`src/rtl/acc_alu_pkg.sv`:
```
package acc_alu_pkg;
    localparam int DW = 8;
    localparam int NW = DW / 2;

    localparam int FLG_Z = 7;
    localparam int FLG_N = 6;
    localparam int FLG_H = 5;
    localparam int FLG_C = 4;

    typedef enum logic [2:0] {
        TOP_ADD = 3'd0,
        TOP_ADC = 3'd1,
        TOP_SUB = 3'd2,
        TOP_SBC = 3'd3,
        TOP_AND = 3'd4,
        TOP_XOR = 3'd5,
        TOP_OR  = 3'd6,
        TOP_CMP = 3'd7
    } two_op_e;

    typedef enum logic [2:0] {
        AOP_ROLC = 3'd0,
        AOP_RORC = 3'd1,
        AOP_ROLT = 3'd2,
        AOP_RORT = 3'd3,
        AOP_DADJ = 3'd4,
        AOP_CPL  = 3'd5,
        AOP_SCF  = 3'd6,
        AOP_CCF  = 3'd7
    } acc_op_e;

    typedef struct packed {
        logic z;
        logic n;
        logic h;
        logic c;
    } flag_t;
endpackage

```
`src/rtl/acc_alu_twoop.sv`:
```
module acc_alu_twoop
    import acc_alu_pkg::*;
(
    input  logic [DW-1:0] a_i,
    input  logic [DW-1:0] b_i,
    input  logic          cin_i,
    input  two_op_e       op_i,
    output logic [DW-1:0] res_o,
    output flag_t         flg_o,
    output logic          we_o
);
    logic          cuse;
    logic [DW:0]   sum_w;
    logic [DW:0]   dif_w;
    logic [NW:0]   hsum_w;
    logic [NW:0]   hdif_w;

    // carry-in only for the two "with carry" codes
    always_comb begin
        cuse   = (op_i == TOP_ADC || op_i == TOP_SBC) ? cin_i : 1'b0;
        sum_w  = {1'b0, a_i} + {1'b0, b_i} + {{DW{1'b0}}, cuse};
        dif_w  = {1'b0, a_i} - {1'b0, b_i} - {{DW{1'b0}}, cuse};
        hsum_w = {1'b0, a_i[NW-1:0]} + {1'b0, b_i[NW-1:0]} + {{NW{1'b0}}, cuse};
        hdif_w = {1'b0, a_i[NW-1:0]} - {1'b0, b_i[NW-1:0]} - {{NW{1'b0}}, cuse};
    end

    always_comb begin
        res_o = '0;
        flg_o = '0;
        we_o  = 1'b1;
        unique case (op_i)
            TOP_ADD, TOP_ADC: begin
                res_o   = sum_w[DW-1:0];
                flg_o.h = hsum_w[NW];
                flg_o.c = sum_w[DW];
            end
            TOP_SUB, TOP_SBC, TOP_CMP: begin
                res_o   = dif_w[DW-1:0];
                flg_o.n = 1'b1;
                flg_o.h = hdif_w[NW];
                flg_o.c = dif_w[DW];
                we_o    = (op_i != TOP_CMP);
            end
            TOP_AND: begin
                res_o   = a_i & b_i;
                flg_o.h = 1'b1;
            end
            TOP_XOR: res_o = a_i ^ b_i;
            TOP_OR:  res_o = a_i | b_i;
            default: res_o = '0;
        endcase
        flg_o.z = (res_o == '0);
    end
endmodule

```
`src/rtl/acc_alu_accop.sv`:
```
module acc_alu_accop
    import acc_alu_pkg::*;
(
    input  logic [DW-1:0] a_i,
    input  flag_t         flg_i,
    input  acc_op_e       op_i,
    output logic [DW-1:0] res_o,
    output flag_t         flg_o
);
    logic          lo_fix;
    logic          hi_fix;
    logic [DW-1:0] adj_w;
    logic [DW-1:0] dadj_w;

    // decimal correction: direction from subtract flag
    always_comb begin
        if (flg_i.n) begin
            lo_fix = flg_i.h;
            hi_fix = flg_i.c;
        end else begin
            lo_fix = flg_i.h || (a_i[NW-1:0] > NW'(9));
            hi_fix = flg_i.c || (a_i > DW'(8'h99));
        end
        adj_w  = {(hi_fix ? NW'(6) : NW'(0)), (lo_fix ? NW'(6) : NW'(0))};
        dadj_w = flg_i.n ? (a_i - adj_w) : (a_i + adj_w);
    end

    always_comb begin
        res_o = a_i;
        flg_o = flg_i;
        unique case (op_i)
            AOP_ROLC: begin
                res_o = {a_i[DW-2:0], a_i[DW-1]};
                flg_o = '{z: 1'b0, n: 1'b0, h: 1'b0, c: a_i[DW-1]};
            end
            AOP_RORC: begin
                res_o = {a_i[0], a_i[DW-1:1]};
                flg_o = '{z: 1'b0, n: 1'b0, h: 1'b0, c: a_i[0]};
            end
            AOP_ROLT: begin
                res_o = {a_i[DW-2:0], flg_i.c};
                flg_o = '{z: 1'b0, n: 1'b0, h: 1'b0, c: a_i[DW-1]};
            end
            AOP_RORT: begin
                res_o = {flg_i.c, a_i[DW-1:1]};
                flg_o = '{z: 1'b0, n: 1'b0, h: 1'b0, c: a_i[0]};
            end
            AOP_DADJ: begin
                res_o = dadj_w;
                flg_o = '{z: (dadj_w == '0), n: flg_i.n, h: 1'b0, c: hi_fix};
            end
            AOP_CPL: begin
                res_o   = ~a_i;
                flg_o.n = 1'b1;
                flg_o.h = 1'b1;
            end
            AOP_SCF: begin
                flg_o.n = 1'b0;
                flg_o.h = 1'b0;
                flg_o.c = 1'b1;
            end
            AOP_CCF: begin
                flg_o.n = 1'b0;
                flg_o.h = 1'b0;
                flg_o.c = ~flg_i.c;
            end
            default: res_o = a_i;
        endcase
    end
endmodule

```
`src/rtl/acc_alu_core.sv`:
```
module acc_alu_core
    import acc_alu_pkg::*;
(
    input  logic          grp_acc_i,
    input  logic [2:0]    op_i,
    input  logic [DW-1:0] a_i,
    input  logic [DW-1:0] b_i,
    input  logic [DW-1:0] flags_i,
    output logic [DW-1:0] res_o,
    output logic [DW-1:0] flags_o,
    output logic          we_o
);
    flag_t         fin;
    logic [DW-1:0] two_res;
    flag_t         two_flg;
    logic          two_we;
    logic [DW-1:0] acc_res;
    flag_t         acc_flg;
    logic          unused_lo;

    assign fin       = flag_t'(flags_i[DW-1:NW]);
    assign unused_lo = ^flags_i[NW-1:0];

    acc_alu_twoop u_twoop (
        .a_i   (a_i),
        .b_i   (b_i),
        .cin_i (fin.c),
        .op_i  (two_op_e'(op_i)),
        .res_o (two_res),
        .flg_o (two_flg),
        .we_o  (two_we)
    );

    acc_alu_accop u_accop (
        .a_i   (a_i),
        .flg_i (fin),
        .op_i  (acc_op_e'(op_i)),
        .res_o (acc_res),
        .flg_o (acc_flg)
    );

    always_comb begin
        if (grp_acc_i) begin
            res_o   = acc_res;
            flags_o = {acc_flg, {NW{1'b0}}};
            we_o    = 1'b1;
        end else begin
            res_o   = two_res;
            flags_o = {two_flg, {NW{1'b0}}};
            we_o    = two_we;
        end
    end
endmodule

```
`src/rtl/acc_alu_unit.sv`:
```
module acc_alu_unit
    import acc_alu_pkg::*;
(
    input  logic          clk,
    input  logic          rst_n,
    input  logic          in_valid,
    input  logic          grp_acc,
    input  logic [2:0]    op_code,
    input  logic [DW-1:0] acc_in,
    input  logic [DW-1:0] opnd_in,
    input  logic [DW-1:0] flags_in,
    output logic          out_valid,
    output logic [DW-1:0] res_out,
    output logic [DW-1:0] flags_out,
    output logic          res_we
);
    logic [DW-1:0] core_res;
    logic [DW-1:0] core_flags;
    logic          core_we;

    logic [DW-1:0] res_nxt;
    logic [DW-1:0] flags_nxt;
    logic          we_nxt;

    acc_alu_core u_core (
        .grp_acc_i (grp_acc),
        .op_i      (op_code),
        .a_i       (acc_in),
        .b_i       (opnd_in),
        .flags_i   (flags_in),
        .res_o     (core_res),
        .flags_o   (core_flags),
        .we_o      (core_we)
    );

    // next-value selection: load on request, hold otherwise
    always_comb begin
        if (in_valid) begin
            res_nxt   = core_res;
            flags_nxt = core_flags;
            we_nxt    = core_we;
        end else begin
            res_nxt   = res_out;
            flags_nxt = flags_out;
            we_nxt    = res_we;
        end
    end

    always_ff @(posedge clk or negedge rst_n) begin
        if (!rst_n) begin
            out_valid <= 1'b0;
            res_out   <= '0;
            flags_out <= '0;
            res_we    <= 1'b0;
        end else begin
            out_valid <= in_valid;
            res_out   <= res_nxt;
            flags_out <= flags_nxt;
            res_we    <= we_nxt;
        end
    end

    // compare never requests write-back
    p_cmp_no_we_r4: assert property (@(posedge clk) disable iff (!rst_n)
        (in_valid && !grp_acc && op_code == 3'd7) |=> !res_we);

    // valid follows an accepted request
    p_load_r10: assert property (@(posedge clk) disable iff (!rst_n)
        in_valid |=> out_valid);

    // idle cycles hold outputs
    p_hold_r10: assert property (@(posedge clk) disable iff (!rst_n)
        !in_valid |=> (!out_valid && $stable(res_out) && $stable(flags_out) && $stable(res_we)));

    // rotates clear zero, subtract, half-carry
    p_rot_flags_r6: assert property (@(posedge clk) disable iff (!rst_n)
        (in_valid && grp_acc && !op_code[2]) |=> (flags_out[FLG_Z:FLG_H] == 3'b000));

    // set-carry result
    p_scf_r8: assert property (@(posedge clk) disable iff (!rst_n)
        (in_valid && grp_acc && op_code == 3'd6) |=>
        (flags_out[FLG_C] && !flags_out[FLG_N] && !flags_out[FLG_H]));

    // complement and carry ops keep zero
    p_keep_z_r8: assert property (@(posedge clk) disable iff (!rst_n)
        (in_valid && grp_acc && op_code >= 3'd5) |=> (flags_out[FLG_Z] == $past(flags_in[FLG_Z])));
endmodule

```
`config.mk`:
```
export PLATFORM = sky130hd
export DESIGN_NAME = acc_alu_unit
export DESIGN_NICKNAME = d
export VERILOG_FILES = /design/src/rtl/acc_alu_pkg.sv /design/src/rtl/acc_alu_twoop.sv /design/src/rtl/acc_alu_accop.sv /design/src/rtl/acc_alu_core.sv /design/src/rtl/acc_alu_unit.sv
export SDC_FILE = /design/constraint.sdc
export NUM_CORES = 1
export LEC_CHECK = 0
export BUFFER_PORTS_ARGS = -buffer_cell sky130_fd_sc_hd__buf_2
export CAP_MARGIN = 0
export CORE_ASPECT_RATIO = 0.8
export CORE_MARGIN = 8
export CORE_UTILIZATION = 40
export DETAILED_ROUTE_END_ITERATION = 10
export PLACE_DENSITY = 0.66
export SETUP_SLACK_MARGIN = 0.4
export SYNTH_ARGS = -nofsm -noshare
export SYNTH_HDL_FRONTEND = slang
export SYNTH_SLANG_ARGS = --single-unit
```
`constraint.sdc`:
```
create_clock -name clk -period 1.5 [get_ports clk]
set_input_delay 0.15 -clock clk [delete_from_list [all_inputs] [get_ports clk]]
set_output_delay 0.15 -clock clk [all_outputs]
set_load 0.05 [all_outputs]
```
==> results.yml <==
run_status:
  status: "finished, violations left"
  violations: "negative setup slack"
setup_path:
  crit_path_start_kind: "input port"
  cp_max_fo: 3
  r2r_start: "flags_out[7]"
  crit_arrival_ns: 2.38
  path_class: "input port to register"
  endpoint_kind: "register"
  reg2reg_to: "flags_out[7]"
  reg2reg_slack_ns: 0.52
  worst_ep_required_time_ns: 1.63
  reg2reg_depth: 3
clock_network:
  cts_buffer_depth: 2
  cts_root_buffer: "clkbuf_8"
  cts_sinks: 14
  clock_latency_ns: 0.25
  clk_pin_slew_worst_paths_ns: 0.06
  h-tree-depth: 1
  cts_made_buffers: 3
  cts_tree: "built"
layout:
  layout-drive-gt1-share: 0.4335
  final_cell_mix: "111 x buf_4, 35 x buf_2, 30 x ha_1"
  antennaDiodeCount: 0
  final_common_cell: "buf_4"
  syn2layout_area_growth_pct: 56.53
  fin_area_mm2: 0.004168
  fin_nets: 571
  final_cells: 580
grt:
  grt_max_degree: 27
  grt_pass1_vias: 3262
  grt_pass1_wl_um: 16420
  overflow: 0
  antenna_found_initial: 0
  track_usage: 0.2143
drt:
  dr.first_iter.drc_count: 294
  wl_per_cell_um: 17.35
  drc: 0
  viasPerCell: 5.500
  first_pass_iters: 6
  wl_um: 10060
  vias: 3190
  drtAntennaViolNets: 0
logic_synthesis:
  synthAdderAreaFrac: 0.2133
  synth_top_area_share: 0.1833
  synth_edf_count: 0
  ys.flop_type: "dfrtp_1"
  syn_area_per_cell_um2: 7.458
  synthTopCellsByArea: "ha_1 18%, dfrtp_1 13%, a21oi_1 4.9%"
  async_flop_share: 1.000
  ys_ff_latch: 14
  synth_compound_area_frac: 0.3214
  syn_area_mm2: 0.002663
  ys_seq_area_frac: 0.1316
  yosys_warnings: 0
  synth_top_family_by_area: "compound AO/OA/AOI/OAI gates"
  synth-xor-area-share: 0.05921
  synthCells: 357
  synth_top_area_cell: "ha_1"
  synth.area.mux_share: 0.03102
  synth-simple-area-share: 0.1508
  ys_types: 62
timing:
  slew_violations: 0
  max_freq_mhz: 444.9
  period_minus_slack_ns: 2.248
  period_share: 1.499
  setup_ws_ns: -0.7478
  fin_skew_ns: 0
  rsz0062_at_grt: "true"
  finalSetupViolCount: 11
  final_hold_viol_count: 0
floorplan:
  initial_core_util: 0.4155
  dieWidth_um: 107.2
  die_y_um: 88.98
  core_mm2: 0.006409
  die_area_mm2: 0.009539
  rows: 26
  pin_count: 49
min_path:
  min_path_type: "input port to register"
  hold_path_startpoint: "in_valid"
  min_to: "out_valid"
  hold_path_depth: 2
power:
  power.switching_uw: 1188
  pwr-share-comb: 0.693
  switching_share: 0.4415
  p_clk_frac: 0.139
  p_int_uw: 1503
  p_per_area_mw_per_mm2: 645.7
  p_leak_uw: 0.001988
  irDropWorstVdd_mv: 0.3743
  pwr-share-seq: 0.168
place:
  port_buffers: 40
  placed_area_mm2: 0.003725
  gp_routability_congestion: 0.9901
  dpl.hpwl_um: 7897
  dp_cells: 565
run:
  maxCapViolCount: 0
-- flip-flops by register name, indices dropped and copies added, names as in the netlist --
name and flops:
res_we 1, res_out 8, out_valid 1, flags_out 4
-- worst max-delay path, cell delays in order --
cell	delay, ns
buf_8	0.10
nor2_4	0.11
nand2_2	0.08
fa_2	0.58
inv_2	0.05
ha_4	0.15
o21ai_2	0.12
nand2_2	0.11
a21oi_1	0.18
o21bai_1	0.11
xnor2_1	0.20
o221ai_2	0.16
a311o_1	0.28
-- kinds of logic (layout without fill, tap and decap cells) --
logic type,count (synthesis),count (layout)
xor gates and xnor gates,18,18
AOI/OAI and AO/OA,127,127
other,1,4
DFF,14,14
adders and majority gates,43,43
muxes,8,8
buffers and inverters,58,194
and+or+nand+nor,88,88
-- cell usage after synthesis (5+ instances only) --
cell type and n:
xor2_1 7, nand2b_1 6, o21ai_1 7, nor2_1 30
o21a_1 8, dfrtp_1 14, o21ai_0 22, clkbuf_1 15
a21oi_1 26, xnor2_1 11, mux2i_1 6, a211oi_1 6
o22ai_1 7, nand2_1 27, inv_1 31, nor2b_1 5
a221oi_1 5, nor3_1 5, ha_1 39
-- through the flow --
| stage | setup slack (ns) | power (uW) | hold WS [ns] | TNS, ns | utilization |
|---|---|---|---|---|---|
| 2_1_floorplan | -1.075 | 1454 | -0.1456 | -9.547 | - |
| 3_3_place_gp | -1.205 | 2039 | 0.05452 | -10.91 | 0.5812 |
| 3_5_place_dp | -1.284 | 2070 | 0.06887 | -11.41 | 0.5812 |
| 4_1_cts | -0.7697 | 2645 | 0.2150 | -6.382 | 0.6419 |
| 5_1_grt | -0.8829 | 2867 | 0.2276 | -7.741 | 0.6503 |
| 6_report | -0.7478 | 2691 | 0.2221 | -6.601 | 0.6503 |
-- routing by layer --
| metal | part of all wire | wire [um] | global-route usage |
|---|---|---|---|
| met2 | 0.47 | 4709 | 0.3634 |
| met3 | 0.080 | 810 | 0.04539 |
| met5 | 0 | 0 | 0 |
| met4 | 0.010 | 102 | 0.02803 |
| met1 | 0.44 | 4442 | 0.2794 |
-- worst max-delay path by stage --
stage / startpoint / to / slack [ns] / cells past startpoint
after floorplan: op_code[2] / flags_out[7] / -1.08 / 15
after global placement: acc_in[1] / res_out[7] / -1.21 / 16
after detailed placement: acc_in[1] / res_out[7] / -1.28 / 16
after CTS: op_code[2] / flags_out[7] / -0.77 / 13
after global routing: acc_in[3] / res_out[6] / -0.88 / 16
final: op_code[2] / res_out[7] / -0.75 / 13
-- layout make-up --
cell class / instances / area (um^2)
Clock buffer: 4 / 55.05
Inverter: 34 / 132.6
Timing Repair Buffer: 156 / 1131
Tap cell: 84 / 105.1
Sequential cell: 14 / 350.3
Fill cell: 561 / 2241
Multi-Input combinational cell: 288 / 2394
-- power by group through the flow --
| stage | registers, uW | logic (uW) | clock network (uW) |
|---|---|---|---|
| after CTS | 453 | 1810 | 384 |
| after global placement | 456 | 1580 | 0 |
| after detailed placement | 459 | 1610 | 0 |
| after floorplan | 639 | 815 | 0 |
| final | 451 | 1870 | 374 |
| after global routing | 459 | 2000 | 405 |
-- what timing repair did --
| item | 4_1_cts | 5_1_grt |
|---|---|---|
| endpoints found under the hold margin | 14 | 0 |
| endpoints found under the setup margin | 12 | 13 |
| pin swaps | 37 | 11 |
| resized for setup | 56 | 9 |
| setup buffers | 8 | 2 |
| hold buffers | 1 | 0 |
Note: power is estimated with default switching activity, not from simulation.
